$ cat src/rtl/rtc_cal_pkg.sv
package rtc_cal_pkg;

   localparam int NFIELD = 7;
   localparam int FW     = 8;

   typedef enum logic [2:0] {
      F_SEC   = 3'd0,
      F_MIN   = 3'd1,
      F_HOUR  = 3'd2,
      F_WDAY  = 3'd3,
      F_DATE  = 3'd4,
      F_MONTH = 3'd5,
      F_YEAR  = 3'd6
   } field_e;

   function automatic logic [6:0] bcd2bin(input logic [7:0] b);
      return 7'(b[7:4]) * 7'd10 + 7'(b[3:0]);
   endfunction

   // Year value mod 4 equals (2*tens + ones) mod 4
   function automatic logic is_leap(input logic [7:0] yr);
      logic [4:0] s;
      s = {1'b0, yr[7:4]} + {1'b0, yr[7:4]} + {1'b0, yr[3:0]};
      return (s[1:0] == 2'b00);
   endfunction

   function automatic logic [7:0] month_last(input logic [7:0] mo, input logic [7:0] yr);
      case (mo)
         8'h02:                      return is_leap(yr) ? 8'h29 : 8'h28;
         8'h04, 8'h06, 8'h09, 8'h11: return 8'h30;
         default:                    return 8'h31;
      endcase
   endfunction

   function automatic logic [7:0] field_floor(input int i);
      return (i == int'(F_DATE) || i == int'(F_MONTH)) ? 8'h01 : 8'h00;
   endfunction

   function automatic logic [7:0] field_ceil(input int i);
      case (i)
         0, 1:    return 8'h59;
         2:       return 8'h23;
         3:       return 8'h06;
         5:       return 8'h12;
         default: return 8'h99;
      endcase
   endfunction

   // Index of the field whose rollover feeds field i; -1 means the second strobe
   function automatic int carry_src(input int i);
      case (i)
         0:       return -1;
         4:       return 2;
         5:       return 4;
         default: return i - 1;
      endcase
   endfunction

endpackage

$ cat src/rtl/rtc_sec_divider.sv
module rtc_sec_divider #(
   parameter int REF_DIV = 32768
) (
   input  logic clk,
   input  logic rst_n,
   input  logic ref_en,
   input  logic hold,
   output logic tick
);
   localparam int CW = (REF_DIV > 1) ? $clog2(REF_DIV) : 1;
   localparam logic [CW-1:0] LAST = CW'(REF_DIV - 1);

   if (REF_DIV < 2) begin : g_bad_div
      $error("rtc_sec_divider: REF_DIV must be at least 2");
   end

   logic [CW-1:0] cnt;

   always_ff @(posedge clk or negedge rst_n) begin
      if (!rst_n) begin
         cnt  <= '0;
         tick <= 1'b0;
      end else if (hold) begin
         cnt  <= '0;
         tick <= 1'b0;
      end else if (ref_en) begin
         if (cnt == LAST) begin
            cnt  <= '0;
            tick <= 1'b1;
         end else begin
            cnt  <= cnt + 1'b1;
            tick <= 1'b0;
         end
      end else begin
         tick <= 1'b0;
      end
   end

   p_tick_single_r2: assert property (@(posedge clk) disable iff (!rst_n)
      tick |=> !tick);
   p_tick_from_ref_r2: assert property (@(posedge clk) disable iff (!rst_n)
      tick |-> $past(ref_en));
   p_hold_quiet_r11: assert property (@(posedge clk) disable iff (!rst_n)
      hold |=> !tick);

endmodule

$ cat src/rtl/rtc_bcd_field.sv
module rtc_bcd_field
   import rtc_cal_pkg::*;
#(
   parameter logic [FW-1:0] FLOOR = 8'h00
) (
   input  logic          clk,
   input  logic          rst_n,
   input  logic          ld,
   input  logic [FW-1:0] ld_val,
   input  logic          inc,
   input  logic [FW-1:0] ceil_bcd,
   output logic [FW-1:0] val,
   output logic          wrap
);
   logic [FW-1:0] nxt;

   always_comb begin
      wrap = inc && (bcd2bin(val) >= bcd2bin(ceil_bcd));
      if (wrap)
         nxt = FLOOR;
      else if (val[3:0] >= 4'd9)
         nxt = {val[7:4] + 4'd1, 4'd0};
      else
         nxt = {val[7:4], val[3:0] + 4'd1};
   end

   always_ff @(posedge clk or negedge rst_n) begin
      if (!rst_n)
         val <= FLOOR;
      else if (ld)
         val <= ld_val;
      else if (inc)
         val <= nxt;
   end

   // a field moves only on a load or an increment
   p_hold_r12: assert property (@(posedge clk) disable iff (!rst_n)
      (!ld && !inc) |=> $stable(val));
   p_load_r10: assert property (@(posedge clk) disable iff (!rst_n)
      ld |=> (val == $past(ld_val)));
   // Carries in R3, R4, R5, R6, R9 always land on the floor value
   p_wrap_floor_r9: assert property (@(posedge clk) disable iff (!rst_n)
      (wrap && !ld) |=> (val == FLOOR));
   p_bcd_digit_r10: assert property (@(posedge clk) disable iff (!rst_n)
      val[3:0] <= 4'd9);

endmodule

$ cat src/rtl/rtc_bcd_calendar.sv
module rtc_bcd_calendar
   import rtc_cal_pkg::*;
#(
   parameter int REF_DIV = 32768
) (
   input  logic       clk,
   input  logic       rst_n,
   input  logic       ref_en,
   input  logic       wr_en,
   input  logic [2:0] wr_sel,
   input  logic [7:0] wr_data,
   output logic       tick_o,
   output logic [7:0] sec_o,
   output logic [7:0] min_o,
   output logic [7:0] hour_o,
   output logic [7:0] wday_o,
   output logic [7:0] date_o,
   output logic [7:0] month_o,
   output logic [7:0] year_o
);
   logic          tick;
   logic [FW-1:0] fv    [NFIELD];
   logic [FW-1:0] ceilv [NFIELD];
   logic          wrapv [NFIELD];
   logic          incv  [NFIELD];

   rtc_sec_divider #(.REF_DIV(REF_DIV)) u_div (
      .clk    (clk),
      .rst_n  (rst_n),
      .ref_en (ref_en),
      .hold   (wr_en),
      .tick   (tick)
   );

   for (genvar g = 0; g < NFIELD; g++) begin : g_field
      localparam int SRC = carry_src(g);

      if (SRC < 0) begin : g_from_tick
         assign incv[g] = tick && !wr_en;
      end else begin : g_from_field
         assign incv[g] = wrapv[SRC];
      end

      if (g == int'(F_DATE)) begin : g_ceil_month
         assign ceilv[g] = month_last(fv[F_MONTH], fv[F_YEAR]);
      end else begin : g_ceil_fixed
         assign ceilv[g] = field_ceil(g);
      end

      rtc_bcd_field #(.FLOOR(field_floor(g))) u_fld (
         .clk      (clk),
         .rst_n    (rst_n),
         .ld       (wr_en && (wr_sel == 3'(g))),
         .ld_val   (wr_data),
         .inc      (incv[g]),
         .ceil_bcd (ceilv[g]),
         .val      (fv[g]),
         .wrap     (wrapv[g])
      );
   end

   assign tick_o  = tick;
   assign sec_o   = fv[F_SEC];
   assign min_o   = fv[F_MIN];
   assign hour_o  = fv[F_HOUR];
   assign wday_o  = fv[F_WDAY];
   assign date_o  = fv[F_DATE];
   assign month_o = fv[F_MONTH];
   assign year_o  = fv[F_YEAR];

   p_quiet_between_ticks_r12: assert property (@(posedge clk) disable iff (!rst_n)
      (!wr_en && !tick_o) |=> $stable({sec_o, min_o, hour_o, wday_o, date_o, month_o, year_o}));
   p_bad_sel_ignored_r10: assert property (@(posedge clk) disable iff (!rst_n)
      (wr_en && wr_sel == 3'd7) |=> $stable({sec_o, min_o, hour_o, wday_o, date_o, month_o, year_o}));
   p_new_month_day_one_r7: assert property (@(posedge clk) disable iff (!rst_n)
      !wr_en |=> (!$changed(month_o) || date_o == 8'h01));
   p_wday_range_r6: assert property (@(posedge clk) disable iff (!rst_n)
      wday_o <= 8'h06);
   p_sec_moves_on_tick_r3: assert property (@(posedge clk) disable iff (!rst_n)
      (tick_o && !wr_en) |=> $changed(sec_o));

endmodule

$ cat config.mk
export PLATFORM = sky130hd
export DESIGN_NAME = rtc_bcd_calendar
export DESIGN_NICKNAME = d
export VERILOG_FILES = /design/src/rtl/rtc_cal_pkg.sv /design/src/rtl/rtc_sec_divider.sv /design/src/rtl/rtc_bcd_field.sv /design/src/rtl/rtc_bcd_calendar.sv
export SDC_FILE = /design/constraint.sdc
export NUM_CORES = 1
export LEC_CHECK = 0
export BUFFER_PORTS_ARGS = -buffer_cell sky130_fd_sc_hd__buf_2
export CAP_MARGIN = 5
export CORE_UTILIZATION = 54
export CTS_CLUSTER_DIAMETER = 40
export CTS_CLUSTER_SIZE = 25
export DETAILED_ROUTE_END_ITERATION = 16
export PLACE_DENSITY = 0.8
export REMOVE_ABC_BUFFERS = 1
export SYNTH_ARGS = -nofsm -noshare
export SYNTH_HDL_FRONTEND = slang
export SYNTH_SLANG_ARGS = --single-unit
export TNS_END_PERCENT = 50
$ cat constraint.sdc
create_clock -name clk -period 3.9 [get_ports clk]
set_clock_uncertainty 0.2 [all_clocks]
set_input_delay 0.975 -clock clk [delete_from_list [all_inputs] [get_ports clk]]
set_output_delay 0.975 -clock clk [all_outputs]
set_load 0.01 [all_outputs]
# After elaboration in Yosys (flattened, before gate mapping)
# Index checks and enable logic that the tools add are counted.
# word_totals
input_bits	15
register_bits	72
# op_classes
eq_ne	12
reduce_logical	41
n_addsub	25
order_cmp	14
muxes	36
multipliers	8
# op_table
operator	n
$mux W8	28
$add A4 B1 Y4 const B	14
$add A7 B4 Y7	8
$mux W15	3
$mul A4 B3 Y6 const B	7
$ge A4 B4 Y1 const B	7
$reduce_bool A3 Y1	7
$eq A8 B3 Y1 const B	2
$reduce_bool A2 Y1	8
$add A15 B1 Y15 const B	1
$eq A15 B15 Y1 const B	1
$logic_and A1 B1 Y1	15
$ge A7 B6 Y1 const B	2
$reduce_and A2 Y1	7
$pmux W5 S2	1
$eq A3 B3 Y1 const B	3
$eq A8 B2 Y1 const B	1
$eq A8 B4 Y1 const B	1
$eq A8 B5 Y1 const B	1
$ge A7 B3 Y1 const B	1
$ge A7 B4 Y1 const B	1
$ge A7 B5 Y1 const B	1
$ge A7 B7 Y1	1
$ge A7 B7 Y1 const B	1
9 further kinds	14

# Longest topological paths before layout
# depth
word_depth	14
mapped_depth	18
depth_no_buf	17

# Modules after synthesis
# Synthesis repeated with hierarchy kept, for this count alone.
# unflattened
hier_cells	953
hier_area_um2	8798.4
# by_module_without_submodules
mod	area_per_inst_um2	n_inst	seq_area_each_um2	cells_each
rtc_bcd_field at g_field[0].u_fld ...	1111.1	5	200.2	118
rtc_bcd_field at g_field[4].u_fld ...	1131.1	2	201.4	127
rtc_sec_divider	825.8	1	400.4	83
rtc_bcd_calendar	155.1	1	0.0	26

# Worst setup path before layout
# OpenSTA, ideal clock, no wires.
# synth_timing
kind	register to register
from	reg g_field[2].u_fld.val[5]
to	reg g_field[6].u_fld.val[4]
synth_period_minus_slack_ps	3878
required_time_ps	3575
path_stages_with_launch	12
path_buffers	1
arrival_ps	3553
path_slack_ps	22
path_cell_list	dfrtp_1 ha_1 ha_1 fa_1 xor2_1 and2_1 a32o_2 or3_4 or3_1 buf_6 o41ai_4 mux2_2
# synth_via
elab_chain_len	10
elab_cells_between_ends	13
cone_classes	1 x add/sub; 1 x mul; 1 x order compare; 3 x mux; 7 x reduce/logical
# synth_rtl
item	line_no	source
start: declaration	rtc_bcd_field.sv:12	output logic [FW-1:0] val,
start signal: assignment	rtc_bcd_field.sv:31	val <= ld_val;
start signal: assignment	rtc_bcd_field.sv:33	val <= nxt;
$mul A4 B3 Y6 (*)	rtc_cal_pkg.sv:17	return 7'(b[7:4]) * 7'd10 + 7'(b[3:0]);
$add A7 B4 Y7 (*)	rtc_cal_pkg.sv:17	
$ge A7 B5 Y1 (*)	rtc_bcd_field.sv:18	wrap = inc && (bcd2bin(val) >= bcd2bin(ceil_bcd));
$logic_and A1 B1 Y1 (*) (3 in series)	rtc_bcd_field.sv:18	
$logic_and A1 B1 Y1	rtc_bcd_field.sv:18	
$mux W8	rtc_bcd_field.sv:19	if (wrap)
$mux W8	rtc_bcd_field.sv:32	else if (inc)
$mux W8	rtc_bcd_field.sv:30	else if (ld)
end signal: assignment	rtc_bcd_field.sv:31	
end signal: assignment	rtc_bcd_field.sv:33	
end: declaration	rtc_bcd_field.sv:12	
# Every way passes the cells marked *; elsewhere a longest branch is shown, timed or not. The select of a mux whose other input is x is not followed.
# A chain may end at the register's enable or synchronous reset.

# Final worst setup path
# layout_timing
from	reg g_field[4].u_fld.val[7]
to	reg g_field[6].u_fld.val[7]
# layout_via
elab_chain_len	9
elab_cells_between_ends	12
cone_classes	1 x add/sub; 1 x mul; 1 x order compare; 3 x mux; 6 x reduce/logical
# layout_rtl
item	line_no
start: declaration	rtc_bcd_field.sv:12
start signal: assignment	rtc_bcd_field.sv:31
start signal: assignment	rtc_bcd_field.sv:33
$mul A4 B3 Y6 (*)	rtc_cal_pkg.sv:17
$add A7 B4 Y7 (*)	rtc_cal_pkg.sv:17
$ge A7 B7 Y1 (*)	rtc_bcd_field.sv:18
$logic_and A1 B1 Y1 (*) (2 in series)	rtc_bcd_field.sv:18
$logic_and A1 B1 Y1	rtc_bcd_field.sv:18
$mux W8	rtc_bcd_field.sv:19
$mux W8	rtc_bcd_field.sv:32
$mux W8	rtc_bcd_field.sv:30
# Marks and branches as above.

==> impl_metrics.ini <==
[status]
status = complete, no violations

[logic_synthesis]
synth_common_cells = ha_1, nand2_1, dfrtp_1
synth_top_area_frac = 0.2749
synth.area.top_cells = dfrtp_1, ha_1, nand2_1
yosysMostFrequentCell = ha_1
ys_ff_latch = 72
yosysSeqAreaShare = 0.2832
syn_inst = 732
ys_warn_count = 0
synth.avg_cell_area_um2 = 8.704
ys_types = 70
synth-main-ff-cell = dfrtp_1
synth_edf_count = 0
synth_area_leader_cell = dfrtp_1
async_flop_share = 1.000
synth_area_um2 = 6371

[timing]
fmax_mhz = 262.3
rsz0062_at_grt = yes
fin_ws_ns = 0.08686
min_period_over_period = 0.9777
worst_pin_slew_ns = 0.7954
hold_violations = 0
fin_crit_ns = 3.813
slew_headroom = 0.4678
worst_hold_slack_ns = 0.3040
finalSetupViolations = 0
drv_slew = 0

[drt]
vias = 6148
routedWlPerCell_um = 17.93
wl_um = 17480
drc = 0
detail-route-antenna-nets = 0
vias_per_cell = 6.306
drt_iter0_drc = 550
drtPass1Iterations = 5

[placed_design]
dp_hpwl_um = 12740
place_congestion = 0.9012
io_buffers = 71
post-place-ws_ns = 0.03028

[layout]
syn2layout_area_growth_pct = 16.87
fillers = 904
nNetsFinal = 935
layout-drive-gt1-share = 0.1947
antenna_cells = 0

[power]
power.total_uw = 4215
powerDensity_nw_per_um2 = 566.0
ir_drop_mv = 0.3640
leakage_uw = 0.003513

[global_route]
grt_pass1_wl_um = 28930
grt_usage = 0.2906
antenna_found_initial = 0
grt_pass1_vias = 5971
grt_max_degree = 28
grt_overflow_total = 0

[clock_tree]
ctsHoldBuffers = 0
cts_buffer_depth = 2
cts_tree = done
h-tree-depth = 3
cts.sinks = 72
root_buffer = clkbuf_16
clk_latency_ns = 0.34
clk_pin_slew_ns = 0.05
cts_made_buffers = 9

[floorplan]
die_area_um2 = 12240
die_w_um = 110.6
ios = 72
core_um2 = 11470
die_y_um = 110.6
initial_core_util = 0.5556
row_count = 39

[min_path]
hold_end = u_div.cnt[14]
hold_start = u_div.cnt[14]
hold-path-cell-count = 2
hp-class = flip-flop to flip-flop

[critical_path]
path_class = flip-flop to flip-flop
r2r_cells = 12
r2r_slack_ns = 0.09
cp-start-kind = flip-flop
r2r_end = g_field[6].u_fld.val[7]
end_kind = flip-flop
critPathRequiredTime_ns = 3.93
r2r-start = g_field[4].u_fld.val[7]
worstPathArrival_ns = 3.84
critPathMaxFanout = 7

[run]
maxCapViolCount = 0
per-layer routing:
metal | vias up | GRT usage | wire, um
met5 | - | 0 | 0
met4 | 0 | 0.09244 | 369
met3 | 33 | 0.05598 | 1070
met2 | 238 | 0.4874 | 8645
met1 | 3002 | 0.3772 | 7398
li1 | 2875 | - | -
where the power goes:
group	switching (uW)	internal (uW)	total (uW)
registers	269	898	1170
clock network	313	430	744
logic	1290	1010	2300
logic make-up after synthesis:
family,after synthesis,synth area share
adders and majority gates,93,0.1991
and+or+nand+nor,268,0.2060
AOI/OAI and AO/OA,185,0.2048
xor gates and xnor gates,30,0.04124
DFF,72,0.2832
muxes,13,0.02180
buffers and inverters,71,0.04379
registers in the layout (all words and copies together), names as in the netlist:
| register | flops |
|---|---|
| g_field.u_fld.val | 56 |
| u_div.tick | 1 |
| u_div.cnt | 15 |
worst max path at each step:
stage	from	endpoint	slack [ns]	cells past startpoint
final	g_field[4].u_fld.val[7]	g_field[6].u_fld.val[7]	0.09	12
after global routing	g_field[5].u_fld.val[0]	g_field[6].u_fld.val[7]	-0.07	18
after CTS	g_field[2].u_fld.val[5]	g_field[6].u_fld.val[4]	0.02	10
after detailed placement	g_field[2].u_fld.val[5]	g_field[6].u_fld.val[5]	0.03	10
after global placement	g_field[2].u_fld.val[5]	g_field[6].u_fld.val[5]	0.11	10
after floorplan	g_field[4].u_fld.val[5]	g_field[5].u_fld.val[0]	-0.23	11
metrics by stage:
stage,cell area (um^2),setup TNS (ns),utilization,std cells
2_1_floorplan,6269,-1.548,-,708
5_1_grt,7446,-0.3264,0.6493,975
3_3_place_gp,7005,0,0.6109,949
3_5_place_dp,7005,0,0.6109,949
4_1_cts,7264,0,0.6335,965
6_report,7446,0,0.6493,975
cells in the final DEF, fill, tap and decap left out, drive strengths merged, types with 8 or more instances in the layout:
master	synthesis	layout
o21ai	36	36
and3	10	10
a31oi	11	11
a21oi	33	33
nand2b	8	8
nand3	35	35
nor3	15	15
xor2	20	20
a22oi	13	13
buf	5	108
inv	47	47
nor2	62	62
dfrtp	70	70
xnor2	10	10
fa	14	14
ha	79	79
clkbuf	19	13
nand2	75	75
o211ai	10	10
nand4	17	17
timing repair:
| action | in CTS | in global routing |
|---|---|---|
| setup buffers | 0 | 9 |
| gates resized for setup | 0 | 36 |
| endpoints found under the setup margin | 0 | 12 |
critical path, stage by stage, from the launching register on:
cell	delay [ns]
dfrtp_2	0.40
ha_1	0.28
ha_2	0.19
fa_1	0.50
xnor2_1	0.15
ha_1	0.28
o21a_1	0.12
a221oi_2	0.06
or4_4	0.59
nor4_4	0.37
buf_6	0.18
o21ai_0	0.08
a32o_2	0.27
cell type report:
| type | instances | area (um^2) | area share |
|---|---|---|---|
| clock inverter | 3 | 18.77 | 0.002521 |
| timing repair buffer | 108 | 640.6 | 0.08604 |
| sequential | 72 | 1808 | 0.2428 |
| clock buffer | 13 | 240.2 | 0.03226 |
| tap | 143 | 178.9 | 0.02403 |
| multi-input combinational | 589 | 4380 | 0.5883 |
| inverter | 47 | 178.9 | 0.02403 |
No activity file was read; power rests on OpenSTA's default activity.
